<file path="src/rtl/psc_regs.sv">
`timescale 1ns/1ps
module psc_regs #(
  parameter int NUM_DOM = 2,
  parameter int NUM_MOD = 8,
  parameter int MOD_CYCLES = 4,
  parameter logic [4*NUM_MOD-1:0] MOD_DOM_MAP = 32'h1111_0000,
  parameter int ADDR_W = 12
) (
  input  logic              clk,
  input  logic              rst_n,
  input  logic              wr_en,
  input  logic [ADDR_W-1:0] addr,
  input  logic [31:0]       wdata,
  output logic [31:0]       rdata,
  input  logic [NUM_DOM-1:0] pwr_ack,
  output logic [NUM_DOM-1:0] pwr_req,
  output logic [NUM_MOD-1:0] mod_clk_en,
  output logic [NUM_MOD-1:0] mod_lrst_n
);

  localparam int PEND_OFS = 'h070;
  localparam int CMD_OFS  = 'h120;
  localparam int TST_OFS  = 'h128;
  localparam int DST_OFS  = 'h200;
  localparam int DCTL_OFS = 'h300;
  localparam int MST_OFS  = 'h800;
  localparam int MCTL_OFS = 'hA00;
  localparam int CNT_W = (MOD_CYCLES > 1) ? $clog2(MOD_CYCLES) : 1;
  localparam logic [CNT_W-1:0] CNT_LAST = CNT_W'(MOD_CYCLES - 1);
  localparam logic [1:0] ST_ENABLE = 2'd3;

  typedef enum logic [1:0] {PH_IDLE, PH_PWR, PH_PG, PH_MOD} ph_t;

  ph_t              ph      [NUM_DOM];
  logic [CNT_W-1:0] cnt     [NUM_DOM];
  logic [NUM_DOM-1:0] dom_on, dom_nxt, dom_ack, pend, busy;
  logic [1:0]       mod_cur [NUM_MOD];
  logic [1:0]       mod_nxt [NUM_MOD];
  logic [NUM_MOD-1:0] mod_frc, mod_lrn, mod_upd;
  logic             cmd_wr;
  logic             unused_bits;

  assign cmd_wr = wr_en && (addr == ADDR_W'(CMD_OFS));
  assign unused_bits = ^{wdata[30:9], wdata[7:2]};
  assign mod_lrst_n = mod_lrn;

  always_comb begin
    rdata = '0;
    if (addr == ADDR_W'(PEND_OFS)) rdata[NUM_DOM-1:0] = pend;
    if (addr == ADDR_W'(TST_OFS))  rdata[NUM_DOM-1:0] = busy;
    for (int d = 0; d < NUM_DOM; d++) begin
      if (addr == ADDR_W'(DST_OFS + 4*d)) rdata[0] = dom_on[d];
      if (addr == ADDR_W'(DCTL_OFS + 4*d)) begin
        rdata[0] = dom_nxt[d];
        rdata[8] = dom_ack[d];
      end
    end
    for (int m = 0; m < NUM_MOD; m++) begin
      if (addr == ADDR_W'(MST_OFS + 4*m)) begin
        rdata[1:0] = mod_cur[m];
        rdata[12]  = mod_clk_en[m];
      end
      if (addr == ADDR_W'(MCTL_OFS + 4*m)) begin
        rdata[1:0] = mod_nxt[m];
        rdata[8]   = mod_lrn[m];
        rdata[31]  = mod_frc[m];
      end
    end
  end

  always_ff @(posedge clk or negedge rst_n) begin
    if (!rst_n) begin
      dom_on  <= '1;
      dom_nxt <= '1;
      dom_ack <= '0;
      pend    <= '0;
      for (int d = 0; d < NUM_DOM; d++) begin
        ph[d]  <= PH_IDLE;
        cnt[d] <= '0;
      end
      for (int m = 0; m < NUM_MOD; m++) begin
        mod_cur[m] <= '0;
        mod_nxt[m] <= '0;
      end
      mod_frc <= '0;
      mod_lrn <= '1;
    end else begin
      if (wr_en) begin
        for (int d = 0; d < NUM_DOM; d++)
          if (addr == ADDR_W'(DCTL_OFS + 4*d)) begin
            dom_nxt[d] <= wdata[0];
            dom_ack[d] <= wdata[8];
          end
        for (int m = 0; m < NUM_MOD; m++)
          if (addr == ADDR_W'(MCTL_OFS + 4*m)) begin
            mod_nxt[m] <= wdata[1:0];
            mod_lrn[m] <= wdata[8];
            mod_frc[m] <= wdata[31];
          end
      end
      for (int d = 0; d < NUM_DOM; d++) begin
        case (ph[d])
          PH_IDLE:
            if (cmd_wr && wdata[d]) begin
              cnt[d] <= '0;
              if (dom_nxt[d] && !dom_on[d]) ph[d] <= PH_PWR;
              else                          ph[d] <= PH_MOD;
            end
          PH_PWR:
            if (pwr_ack[d]) begin
              ph[d]   <= PH_PG;
              pend[d] <= 1'b1;
            end
          PH_PG:
            if (dom_ack[d]) begin
              pend[d]    <= 1'b0;
              dom_on[d]  <= 1'b1;
              dom_ack[d] <= 1'b0;
              cnt[d]     <= '0;
              ph[d]      <= PH_MOD;
            end
          default: begin
            cnt[d] <= cnt[d] + 1'b1;
            if (cnt[d] == CNT_LAST) begin
              ph[d] <= PH_IDLE;
              if (!dom_nxt[d]) dom_on[d] <= 1'b0;
            end
          end
        endcase
      end
      for (int m = 0; m < NUM_MOD; m++)
        if (mod_upd[m]) mod_cur[m] <= mod_nxt[m];
    end
  end

  for (genvar d = 0; d < NUM_DOM; d++) begin : g_dom
    assign busy[d]    = (ph[d] != PH_IDLE);
    assign pwr_req[d] = dom_on[d] || (ph[d] == PH_PWR) || (ph[d] == PH_PG);


    dom_on_after_ack_chk: assert property (@(posedge clk) disable iff (!rst_n)
      $rose(dom_on[d]) |-> $past(ph[d] == PH_PG && dom_ack[d]));

    pend_only_waiting_chk: assert property (@(posedge clk) disable iff (!rst_n)
      pend[d] |-> (ph[d] == PH_PG));

    pwr_drop_chk: assert property (@(posedge clk) disable iff (!rst_n)
      $fell(pwr_req[d]) |-> $past(ph[d] == PH_MOD && !dom_nxt[d]));

    busy_end_chk: assert property (@(posedge clk) disable iff (!rst_n)
      $fell(busy[d]) |-> $past(ph[d] == PH_MOD && cnt[d] == CNT_LAST));

    cmd_busy_ignored_chk: assert property (@(posedge clk) disable iff (!rst_n)
      (ph[d] == PH_PWR && !pwr_ack[d] && cmd_wr && wdata[d]) |=> (ph[d] == PH_PWR));
  end

  for (genvar m = 0; m < NUM_MOD; m++) begin : g_mod
    localparam int D = int'(MOD_DOM_MAP[4*m +: 4]);
    assign mod_upd[m] = (ph[D] == PH_MOD) &&
                        ((mod_frc[m] && cnt[D] == '0) || cnt[D] == CNT_LAST);
    assign mod_clk_en[m] = (mod_cur[m] == ST_ENABLE);


    mod_move_in_phase_chk: assert property (@(posedge clk) disable iff (!rst_n)
      (mod_cur[m] != $past(mod_cur[m])) |-> $past(ph[D] == PH_MOD));
  end

endmodule

</file>
<file path="config.mk">
export PLATFORM = sky130hd
export DESIGN_NAME = psc_regs
export DESIGN_NICKNAME = d
export VERILOG_FILES = /design/src/rtl/psc_regs.sv
export SDC_FILE = /design/constraint.sdc
export NUM_CORES = 1
export LEC_CHECK = 0
export ABC_AREA = 0
export CAP_MARGIN = 20
export CORE_ASPECT_RATIO = 1.4
export CORE_MARGIN = 1.5
export CORE_UTILIZATION = 55
export DETAILED_ROUTE_END_ITERATION = 6
export PLACE_DENSITY = 0.87
export REMOVE_ABC_BUFFERS = 1
export SYNTH_ARGS = -nofsm -noshare
export SYNTH_HDL_FRONTEND = slang
export SYNTH_SLANG_ARGS = --single-unit
</file>
<file path="constraint.sdc">
create_clock -name clk -period 3.65 [get_ports clk]
set_input_delay 0.5475 -clock clk [delete_from_list [all_inputs] [get_ports clk]]
set_output_delay 0.5475 -clock clk [all_outputs]
set_load 0.01 [all_outputs]
</file>
==> Word-level counts from Yosys, hierarchy flattened <==
Cells that the tools add are included.
{ "classes": {"bitwise": 4, "n_reduce_logical": 67, "order_cmp": 0, "eq_ne": 47, "multipliers": 0, "shift": 0, "n_mux": 87, "n_addsub": 2, "div": 0} }
{ "ops": {"columns": ["operator", "n"], "rows": [
  ["12-bit == test, second input constant", 16],
  ["2-bit 2-to-1 mux", 33],
  ["12-bit by 10-bit == test with 1-bit output, second input constant", 4],
  ["1-bit 2-to-1 mux", 46],
  ["2-bit == test, second input constant", 14],
  ["12-bit by 9-bit == test with 1-bit output, second input constant", 2],
  ["2-bit case mux with 3 select lines", 4],
  ["1-bit logical AND", 21],
  ["2-bit AND reduction", 10],
  ["4-bit AND reduction", 4],
  ["12-bit by 7-bit == test with 1-bit output, second input constant", 1],
  ["1-bit logical OR", 12],
  ["2-bit != test, second input constant", 6],
  ["3-bit AND reduction", 4],
  ["2-bit nonzero test", 6],
  ["2-bit zero test", 4],
  ["1-bit case mux with 2 select lines", 4],
  ["4-bit nonzero test", 2],
  ["2-bit by 1-bit adder with 2-bit output, second input constant", 2],
  ["2-bit by 1-bit == test with 1-bit output, second input constant", 2],
  ["2-bit by 1-bit != test with 1-bit output, second input constant", 2],
  ["1-bit NOT", 4],
  ["2-bit OR reduction", 2],
  ["1-bit zero test", 2]
]} }
{ "totals": {"memories": 0, "reg_bits": 64, "mem_bits_rw": 0, "latchBits": 0, "rom_bits": 0, "output_inout_bits": 50} }

==> Longest topological paths before layout <==
Gate-level depths: netlist of run 1.
{ "depth": {"word_depth": 23, "depth_mapped": 9, "ltp_nobuf": 7} }

==> Worst setup path after synthesis of run 1 <==
OpenSTA, ideal clock, no wires.
{ "synth_path": {"path_kind": "input -> output", "from": "input addr[2]", "to": "output rdata[0]", "cell_stages": 7, "t_arrival_ns": 2.170, "setup_slack_ns": 0.932, "path_cell_list": "buf_6 -> or4_4 -> buf_6 -> or3_1 -> a31o_2 -> a221oi_2 -> o21ai_1"} }
{ "synth_between": {"elab_chain_len": 23, "elab_cells_between_ends": 44, "classes_between": "eq/ne (22); mux (22)"} }
{ "synth_lines": {"columns": ["element", "line_no", "rtl"], "rows": [
  ["from (decl)", "12", "input logic [ADDR_W-1:0] addr,"],
  ["12-bit by 7-bit == test with 1-bit output", "49", "if (addr == ADDR_W'(PEND_OFS)) rdata[NUM_DOM-1:0] = pend;"],
  ["2-bit 2-to-1 mux", "49", null],
  ["2-bit 2-to-1 mux", "50", "if (addr == ADDR_W'(TST_OFS)) rdata[NUM_DOM-1:0] = busy;"],
  ["1-bit 2-to-1 mux", "52", "if (addr == ADDR_W'(DST_OFS + 4*d)) rdata[0] = dom_on[d];"],
  ["1-bit 2-to-1 mux", "53", "if (addr == ADDR_W'(DCTL_OFS + 4*d)) begin"],
  ["1-bit 2-to-1 mux", "52", null],
  ["1-bit 2-to-1 mux", "53", null],
  ["2-bit 2-to-1 mux", "59", "if (addr == ADDR_W'(MST_OFS + 4*m)) begin"],
  ["(+7 left out)", null, null],
  ["2-bit 2-to-1 mux", "59", null],
  ["2-bit 2-to-1 mux", "63", "if (addr == ADDR_W'(MCTL_OFS + 4*m)) begin"],
  ["2-bit 2-to-1 mux", "59", null],
  ["2-bit 2-to-1 mux", "63", null],
  ["2-bit 2-to-1 mux", "59", null],
  ["2-bit 2-to-1 mux", "63", null],
  ["2-bit 2-to-1 mux", "59", null],
  ["2-bit 2-to-1 mux *", "63", null],
  ["to (decl)", "14", "output logic [31:0] rdata,"]
]} }
Mark *: on every way between the ends. The rest lies on a longest branch, timed or not.

==> Worst setup path after layout of run 1 <==
{ "layout_path": {"from": "input addr[2]", "to": "output rdata[1]"} }
{ "layout_between": {"elab_chain_len": 19, "elab_cells_between_ends": 36, "classes_between": "eq/ne (18); mux (18)"} }
{ "layout_lines": {"columns": ["element", "line_no"], "rows": [
  ["12-bit by 7-bit == test with 1-bit output", "49"],
  ["2-bit 2-to-1 mux", "49"],
  ["2-bit 2-to-1 mux", "50"],
  ["2-bit 2-to-1 mux", "59"],
  ["2-bit 2-to-1 mux", "63"],
  ["2-bit 2-to-1 mux", "59"],
  ["2-bit 2-to-1 mux", "63"],
  ["2-bit 2-to-1 mux", "59"],
  ["(+3 left out)", null],
  ["2-bit 2-to-1 mux", "59"],
  ["2-bit 2-to-1 mux", "63"],
  ["2-bit 2-to-1 mux", "59"],
  ["2-bit 2-to-1 mux", "63"],
  ["2-bit 2-to-1 mux", "59"],
  ["2-bit 2-to-1 mux", "63"],
  ["2-bit 2-to-1 mux", "59"],
  ["2-bit 2-to-1 mux *", "63"]
]} }
Marks and branches as above.

==> results of run 1 <==
-- kinds of logic (layout without fill, tap and decap cells) --
family                   Yosys count  count (layout)
AO/OA/AOI/OAI                     75              75
multiplexers                      63              63
AND/OR/NAND/NOR                  153             153
other                              1              27
buffers and inverters             55             128
flip-flops                        64              64
adder cells (fa/ha/maj)           12              12
-- state kept, by name (all words and copies together) (netlist names) --
register,cells
ph,4
mod_nxt,16
mod_frc,8
dom_on,2
pend,2
cnt,4
mod_cur,16
dom_nxt,2
dom_ack,2
mod_lrst_n,8
-- worst max path at each step --
stage	end	cells past startpoint	from	slack (ns)
floorplan	rdata[0]	7	addr[6]	1.02
global placement	rdata[0]	9	addr[4]	-0.1
detailed placement	rdata[1]	8	addr[2]	-0.11
CTS	rdata[31]	9	addr[2]	0.004
global route	rdata[8]	9	addr[10]	0.02
finish	rdata[1]	11	addr[2]	0.13
-- per-stage QoR --
step | cells | hold WS, ns | utilization [%]
after floorplan | 409 | 0.252 | -
after global placement | 601 | 0.487 | 66.9
after detailed placement | 601 | 0.506 | 66.9
after CTS | 619 | 0.245 | 69.9
after global routing | 619 | 0.278 | 70.1
final | 619 | 0.237 | 70.1
-- worst max-delay path, delay by kind of cell --
kind / cells / cell delay, ns
AO/OA/AOI/OAI: 4 / 0.59
buffers and inverters: 4 / 1.11
multiplexers: 2 / 0.59
AND/OR/NAND/NOR: 1 / 0.11
-- cell usage in the layout (no fill, tap or decap), types with 3 or more instances in the layout --
master           count
a21o_1               9
a21oi_1             16
and2_1               9
and4_1               3
buf_4               54
clkbuf_1             3
clkbuf_8            13
clkdlybuf4s50_1     35
conb_1              27
dfrtp_1             52
dfstp_2             12
dlygate4sd2_1        5
ha_1                12
inv_1               15
mux2_2              50
mux2_4               4
mux2i_1              9
nand2_1             46
nand2b_1             4
nand3_1             10
nand3b_1             3
nand4_1              3
nor2_1              34
nor3_1               9
nor3b_1              3
o2111ai_1            3
o21ai_0             15
o22ai_1              3
or3_1                4
-- per-layer routing --
metal  GRT usage (%)  up-vias  part of all wire (%)
li1                -     1666                     -
met1            33.0     1792                    39
met2            51.4      161                    52
met3            4.21       46                   3.9
met4            17.1        0                   5.6
met5               0        -                     0
-- power by group --
part	switching (mW)	internal, mW	total, mW
clock	0.258	0.322	0.580
combinational	0.390	0.321	0.711
sequential	0.0530	0.776	0.829
total	0.701	1.42	2.12
-- area by class of cell --
| cell class | count | share of cell area [%] |
|---|---|---|
| multi-input cells | 330 | 45.5 |
| flip-flops and latches | 64 | 31.3 |
| repair buffers | 97 | 16.1 |
| clock buffers | 16 | 3.68 |
| well taps | 97 | 2.35 |
| inverters | 15 | 1.09 |
-- timing repair --
action / 4_1_cts / 5_1_grt
hold buffers: 0 / 0
buffers inserted: 2 / 0
pin swaps: 2 / 1
setup endpoints to repair: 3 / 4
resized for setup: 11 / 4
==> flow_metrics.env, run 1 <==
export IMPL_ys_seq_area_share_pct=38.8
export IMPL_grt_overflow_total=0
export IMPL_drt_pass1_iter_count=5
export IMPL_fin_ws_ns=0.130
export IMPL_tns_ns=0
export IMPL_vdd_ir_drop_worst_uv=345
export IMPL_clk_pin_slew_worst_paths_ns=0.07
export IMPL_top_level_ports=99
export IMPL_fmaxAchievable_mhz=284
export IMPL_crit_path_end_kind="output port"
export IMPL_final_max_slew_viol_count=0
export IMPL_startpoint_type="primary input"
export IMPL_route_antenna_remaining_nets=0
export IMPL_worst_r2r_setup_slack_ns=1.97
export IMPL_count_of_clock_tree_sinks=64
export IMPL_synth_ff_latch_count=64
export IMPL_synth_largest_type_area_fraction_pct=31.3
export IMPL_post_synth_top_area_cell="dfrtp_1"
export IMPL_rr_worst_depth=6
export IMPL_synth_compound_gate_area_share_pct=12.3
export IMPL_worst_slew_pin_transition_ns=0.681
export IMPL_leakagePower_nw=2.44
export IMPL_die_h_um=106
export IMPL_initial_antenna_violation_count=0
export IMPL_layout_worst_path_cycle_share_pct=96.4
export IMPL_num_nets_final=578
export IMPL_setup_viol=0
export IMPL_synth_common_cells="dfrtp_1, mux2_2, nand2_1"
export IMPL_synth_yosys_warnings=0
export IMPL_core_area_sq_um=7360
export IMPL_layout_area_seq_sq_um=1620
export IMPL_relSlewSlack_pct=54.2
export IMPL_grt_first_pass_wirelength_um=18200
export IMPL_pre_cts_ws_ns=-0.113
export IMPL_cts_tree="built"
export IMPL_synthMostInstantiatedCell="dfrtp_1"
export IMPL_synth_simple_gate_area_share_pct=20.0
export IMPL_first_global_vias=3655
export IMPL_critical_path_class="primary input to output port"
export IMPL_route_vias_total=3665
export IMPL_antennaDiodeCount=0
export IMPL_synthArstFlopShare_pct=100
export IMPL_synth_top_family_by_area="simple AND/OR/NAND/NOR gates"
export IMPL_number_of_drc_markers_after_the_initial_detailed_route_iteration=276
export IMPL_crit_reg2reg_launch="ph[2]"
export IMPL_worst_flop_to_flop_path_endpoint="ph[3]"
export IMPL_syn_area_sq_um=4160
export IMPL_cts_root_to_sink_buffers=2
export IMPL_critPathMaxStageDelay_ns=0.45
export IMPL_drt_drc_violations_left=0
export IMPL_power_density_nw_per_um2=411
export IMPL_cts_made_buffers=9
export IMPL_cp_required_ns=3.10
export IMPL_fillers=548
export IMPL_synthToLayoutAreaGrowth_pct=24.0
export IMPL_netlist_cell_type_count=63
export IMPL_gp_routability_congestion=0.964
export IMPL_drt_wl_total_um=11200
export IMPL_path_cells="clkdlybuf4s50_1 -> buf_4 -> buf_4 -> mux2_2 -> mux2_2 -> nor2_1 -> o31ai_1 -> a2bb2oi_1 -> o21ai_0 -> o311ai_0 -> dlygate4sd2_1"
export IMPL_share_of_final_layout_standard_cells_stronger_than_drive_strength_1_pct=29.3
export IMPL_clk_insertion_delay_late_ns=0.34
export IMPL_yosys_most_used_dff="dfrtp_1"
export IMPL_yosys_area_share_xor_xnor_pct=0
export IMPL_placement_rows=37
export IMPL_routed_via_density=5.92
export IMPL_globalRouteTotalUtil_pct=29.0
export IMPL_grt_start_max_net_pins=36
export IMPL_synth_edf_count=0
export IMPL_total_power_mw=2.12
export IMPL_combined_area_of_the_multi_input_logic_cells_sq_um=2350
export IMPL_design_area_sq_um=5160
export IMPL_io_buffers=43
export IMPL_start_util_pct=56.6
export IMPL_report_final_hold_viol_count=0
export IMPL_cap_viol_max_count=0
export IMPL_critical_path_cell_with_the_highest_stage_delay="clkdlybuf4s50_1"
export IMPL_cp_data_arrival_time_ns=2.97
export IMPL_status="completed"
export IMPL_worstPathMaxFanout=8
export IMPL_worstHoldPathType="primary input to async pin"
export IMPL_die_width_um=76.5
export IMPL_hpwl_um=8750
export IMPL_synth_mux_area_share_pct=17.1
export IMPL_routedWlPerCell_um=18.1
export IMPL_syn_mean_instance_area_sq_um=9.84
export IMPL_synth_fa_ha_area_share_pct=3.61
export IMPL_die_area_sq_um=8110
export IMPL_postPlaceCellArea_sq_um=4920
export IMPL_layout_min_cycle_time_ns=3.52
export IMPL_finalClockSkew_ns=0.00738
export IMPL_synth_top_cells_by_area="dfrtp_1, mux2_2, dfstp_2"
export IMPL_clock_tree_htree_level_count=3
export IMPL_clock_tree_root_cell="clkbuf_8"
export IMPL_synthCells=423
export IMPL_rsz0062_at_grt="false"
No activity file was read; power rests on OpenSTA's default activity.
==> run 2: changes to the inputs <==
CORE_UTILIZATION = 56   (was 55)
CTS_BUF_LIST = sky130_fd_sc_hd__clkbuf_2   (was not set)
PLACE_DENSITY = 0.89   (was 0.87)
==> flow_metrics.env, run 2 (same netlist as run 1, synthesis figures left out) <==
export IMPL_critical_path_class="primary input to output port"
export IMPL_die_h_um=105
export IMPL_fmaxAchievable_mhz=283
export IMPL_finalClockSkew_ns=0.0271
export IMPL_worstPathMaxFanout=12
export IMPL_post_place_cells=597
export IMPL_vdd_ir_drop_worst_uv=323
export IMPL_report_final_hold_viol_count=0
export IMPL_combined_area_of_the_multi_input_logic_cells_sq_um=2360
export IMPL_routedWlPerCell_um=19.0
export IMPL_p_seq_share_pct=40.6
export IMPL_core_area_sq_um=7270
export IMPL_intPower_mw=1.33
export IMPL_drt_drc_violations_left=0
export IMPL_grt_first_pass_wirelength_um=18900
export IMPL_cts_root_to_sink_buffers=2
export IMPL_die_width_um=75.9
export IMPL_finish_utilization_pct=70.3
export IMPL_die_area_sq_um=7970
export IMPL_number_of_drc_markers_after_the_initial_detailed_route_iteration=362
export IMPL_startpoint_type="primary input"
export IMPL_layout_worst_path_cycle_share_pct=96.9
export IMPL_synthToLayoutAreaGrowth_pct=22.7
export IMPL_num_nets_final=576
export IMPL_route_vias_total=3669
export IMPL_cts_made_buffers=9
export IMPL_fillers=572
export IMPL_placement_rows=37
export IMPL_cap_viol_max_count=0
export IMPL_clock_tree_root_cell="clkbuf_2"
export IMPL_layout_min_cycle_time_ns=3.54
export IMPL_route_antenna_remaining_nets=0
export IMPL_fin_ws_ns=0.114
export IMPL_post_layout_cell_count=617
export IMPL_cp_buffers_inverters=4
export IMPL_setup_viol=0
export IMPL_io_buffers=43
export IMPL_start_util_pct=57.3
export IMPL_leakagePower_nw=2.45
export IMPL_cts_tree="built"
export IMPL_critPathMaxStageDelay_ns=0.58
export IMPL_initial_antenna_violation_count=0
export IMPL_rr_worst_depth=4
export IMPL_critical_path_top_delay_family="buffers and inverters"
export IMPL_crit_path_end_kind="output port"
export IMPL_count_of_clock_tree_sinks=64
export IMPL_worst_flop_to_flop_path_endpoint="ph[2]"
export IMPL_clk_pin_slew_worst_paths_ns=0.18
export IMPL_hpwl_um=8860
export IMPL_relSlewSlack_pct=48.8
export IMPL_share_of_final_layout_standard_cells_stronger_than_drive_strength_1_pct=28.7
export IMPL_share_clk_of_total_power_pct=23.8
export IMPL_worstHoldPathType="primary input to async pin"
export IMPL_path_cells="clkdlybuf4s50_1 -> nor3b_4 -> buf_4 -> nand4_1 -> buf_4 -> nor2_1 -> a21o_1 -> a221oi_1 -> o221ai_1 -> clkdlybuf4s50_1"
export IMPL_top_level_ports=99
export IMPL_routed_via_density=5.95
export IMPL_gp_routability_congestion=1.02
export IMPL_tns_ns=0
export IMPL_cp_required_ns=3.10
export IMPL_cp_data_arrival_time_ns=2.99
export IMPL_grt_start_max_net_pins=48
export IMPL_first_global_vias=3841
export IMPL_grt_overflow_total=0
export IMPL_power_share_switching_pct=35.0
export IMPL_crit_reg2reg_launch="ph[2]"
export IMPL_status="completed"
export IMPL_clk_insertion_delay_late_ns=0.53
export IMPL_drt_pass1_iter_count=7
export IMPL_layout_area_seq_sq_um=1620
export IMPL_worst_slew_pin_transition_ns=0.762
export IMPL_layout_cells_most_common_list="dfrtp_1, mux2_2, buf_4"
export IMPL_rsz0062_at_grt="false"
export IMPL_final_max_slew_viol_count=0
export IMPL_critical_path_cell_with_the_highest_stage_delay="clkdlybuf4s50_1"
export IMPL_reg_top3="mod_cur x16, mod_nxt x16"
export IMPL_pre_cts_ws_ns=-0.142
export IMPL_power_density_nw_per_um2=399
export IMPL_drt_wl_total_um=11700
export IMPL_power_switching_uw=712
export IMPL_clock_tree_htree_level_count=3
export IMPL_worst_r2r_setup_slack_ns=1.94
export IMPL_antennaDiodeCount=0
export IMPL_power_share_combinational_pct=35.6
export IMPL_globalRouteTotalUtil_pct=32.0
export IMPL_mostFrequentLayoutCell="dfrtp_1"
run 2: changes by cell type in the layout (fill, tap and decap cells not counted), sizes merged, moves of 3 or more:
cell / delta
clkdlybuf4s50: -6
clkbuf: -5
buf: -3
clkinv: +3
dlygate4sd2: +3
dlymetal6s2s: +3
run 2: metal layers:
layer	vias to the layer above	track usage, %	part of all wire (%)
li1	1673	-	-
met1	1764	37.5	37
met2	176	51.5	51
met3	56	5.40	5.6
met4	0	21.2	6.2
met5	-	0	0
run 2: worst max-delay path by stage:
stage,start,to,slack [ns],depth (start not counted)
finish,addr[11],rdata[8],0.11,10
global route,addr[2],rdata[12],0.003,12
CTS,addr[10],rdata[0],0.02,10
detailed placement,addr[6],rdata[0],-0.14,10
global placement,addr[6],rdata[0],-0.10,10
floorplan,addr[6],rdata[0],1.02,7
run 2: per-stage QoR:
stage | hold WS [ns] | cell area (sq um) | power, mW
6_report | 0.476 | 5110 | 2.04
5_1_grt | 0.497 | 5110 | 2.17
4_1_cts | 0.194 | 5050 | 2.04
3_5_place_dp | 0.501 | 4890 | 1.55
3_3_place_gp | 0.489 | 4890 | 1.51
2_1_floorplan | 0.252 | 3980 | 1.31
run 2: final cells by class:
type | count | share of cell area, %
timing repair buffer | 95 | 16.3
clock buffer | 11 | 1.08
sequential | 64 | 31.6
inverter | 15 | 1.10
multi-input combinational | 330 | 46.1
tap | 97 | 2.38
clock inverter | 5 | 1.40
run 2: power groups by stage:
stage | logic [mW] | registers [mW] | clock network [mW]
after detailed placement | 0.711 | 0.841 | 0
after CTS | 0.719 | 0.827 | 0.490
after floorplan | 0.481 | 0.827 | 0
final | 0.726 | 0.827 | 0.484
after global placement | 0.676 | 0.834 | 0
after global routing | 0.816 | 0.838 | 0.521
run 2: timing repair:
item | 4_1_cts | 5_1_grt
pin swaps | 4 | 2
hold buffers | 0 | 1
resized for setup | 14 | 8
setup endpoints to repair | 3 | 4
setup buffers | 2 | 0
endpoints found under the hold margin | 0 | 10
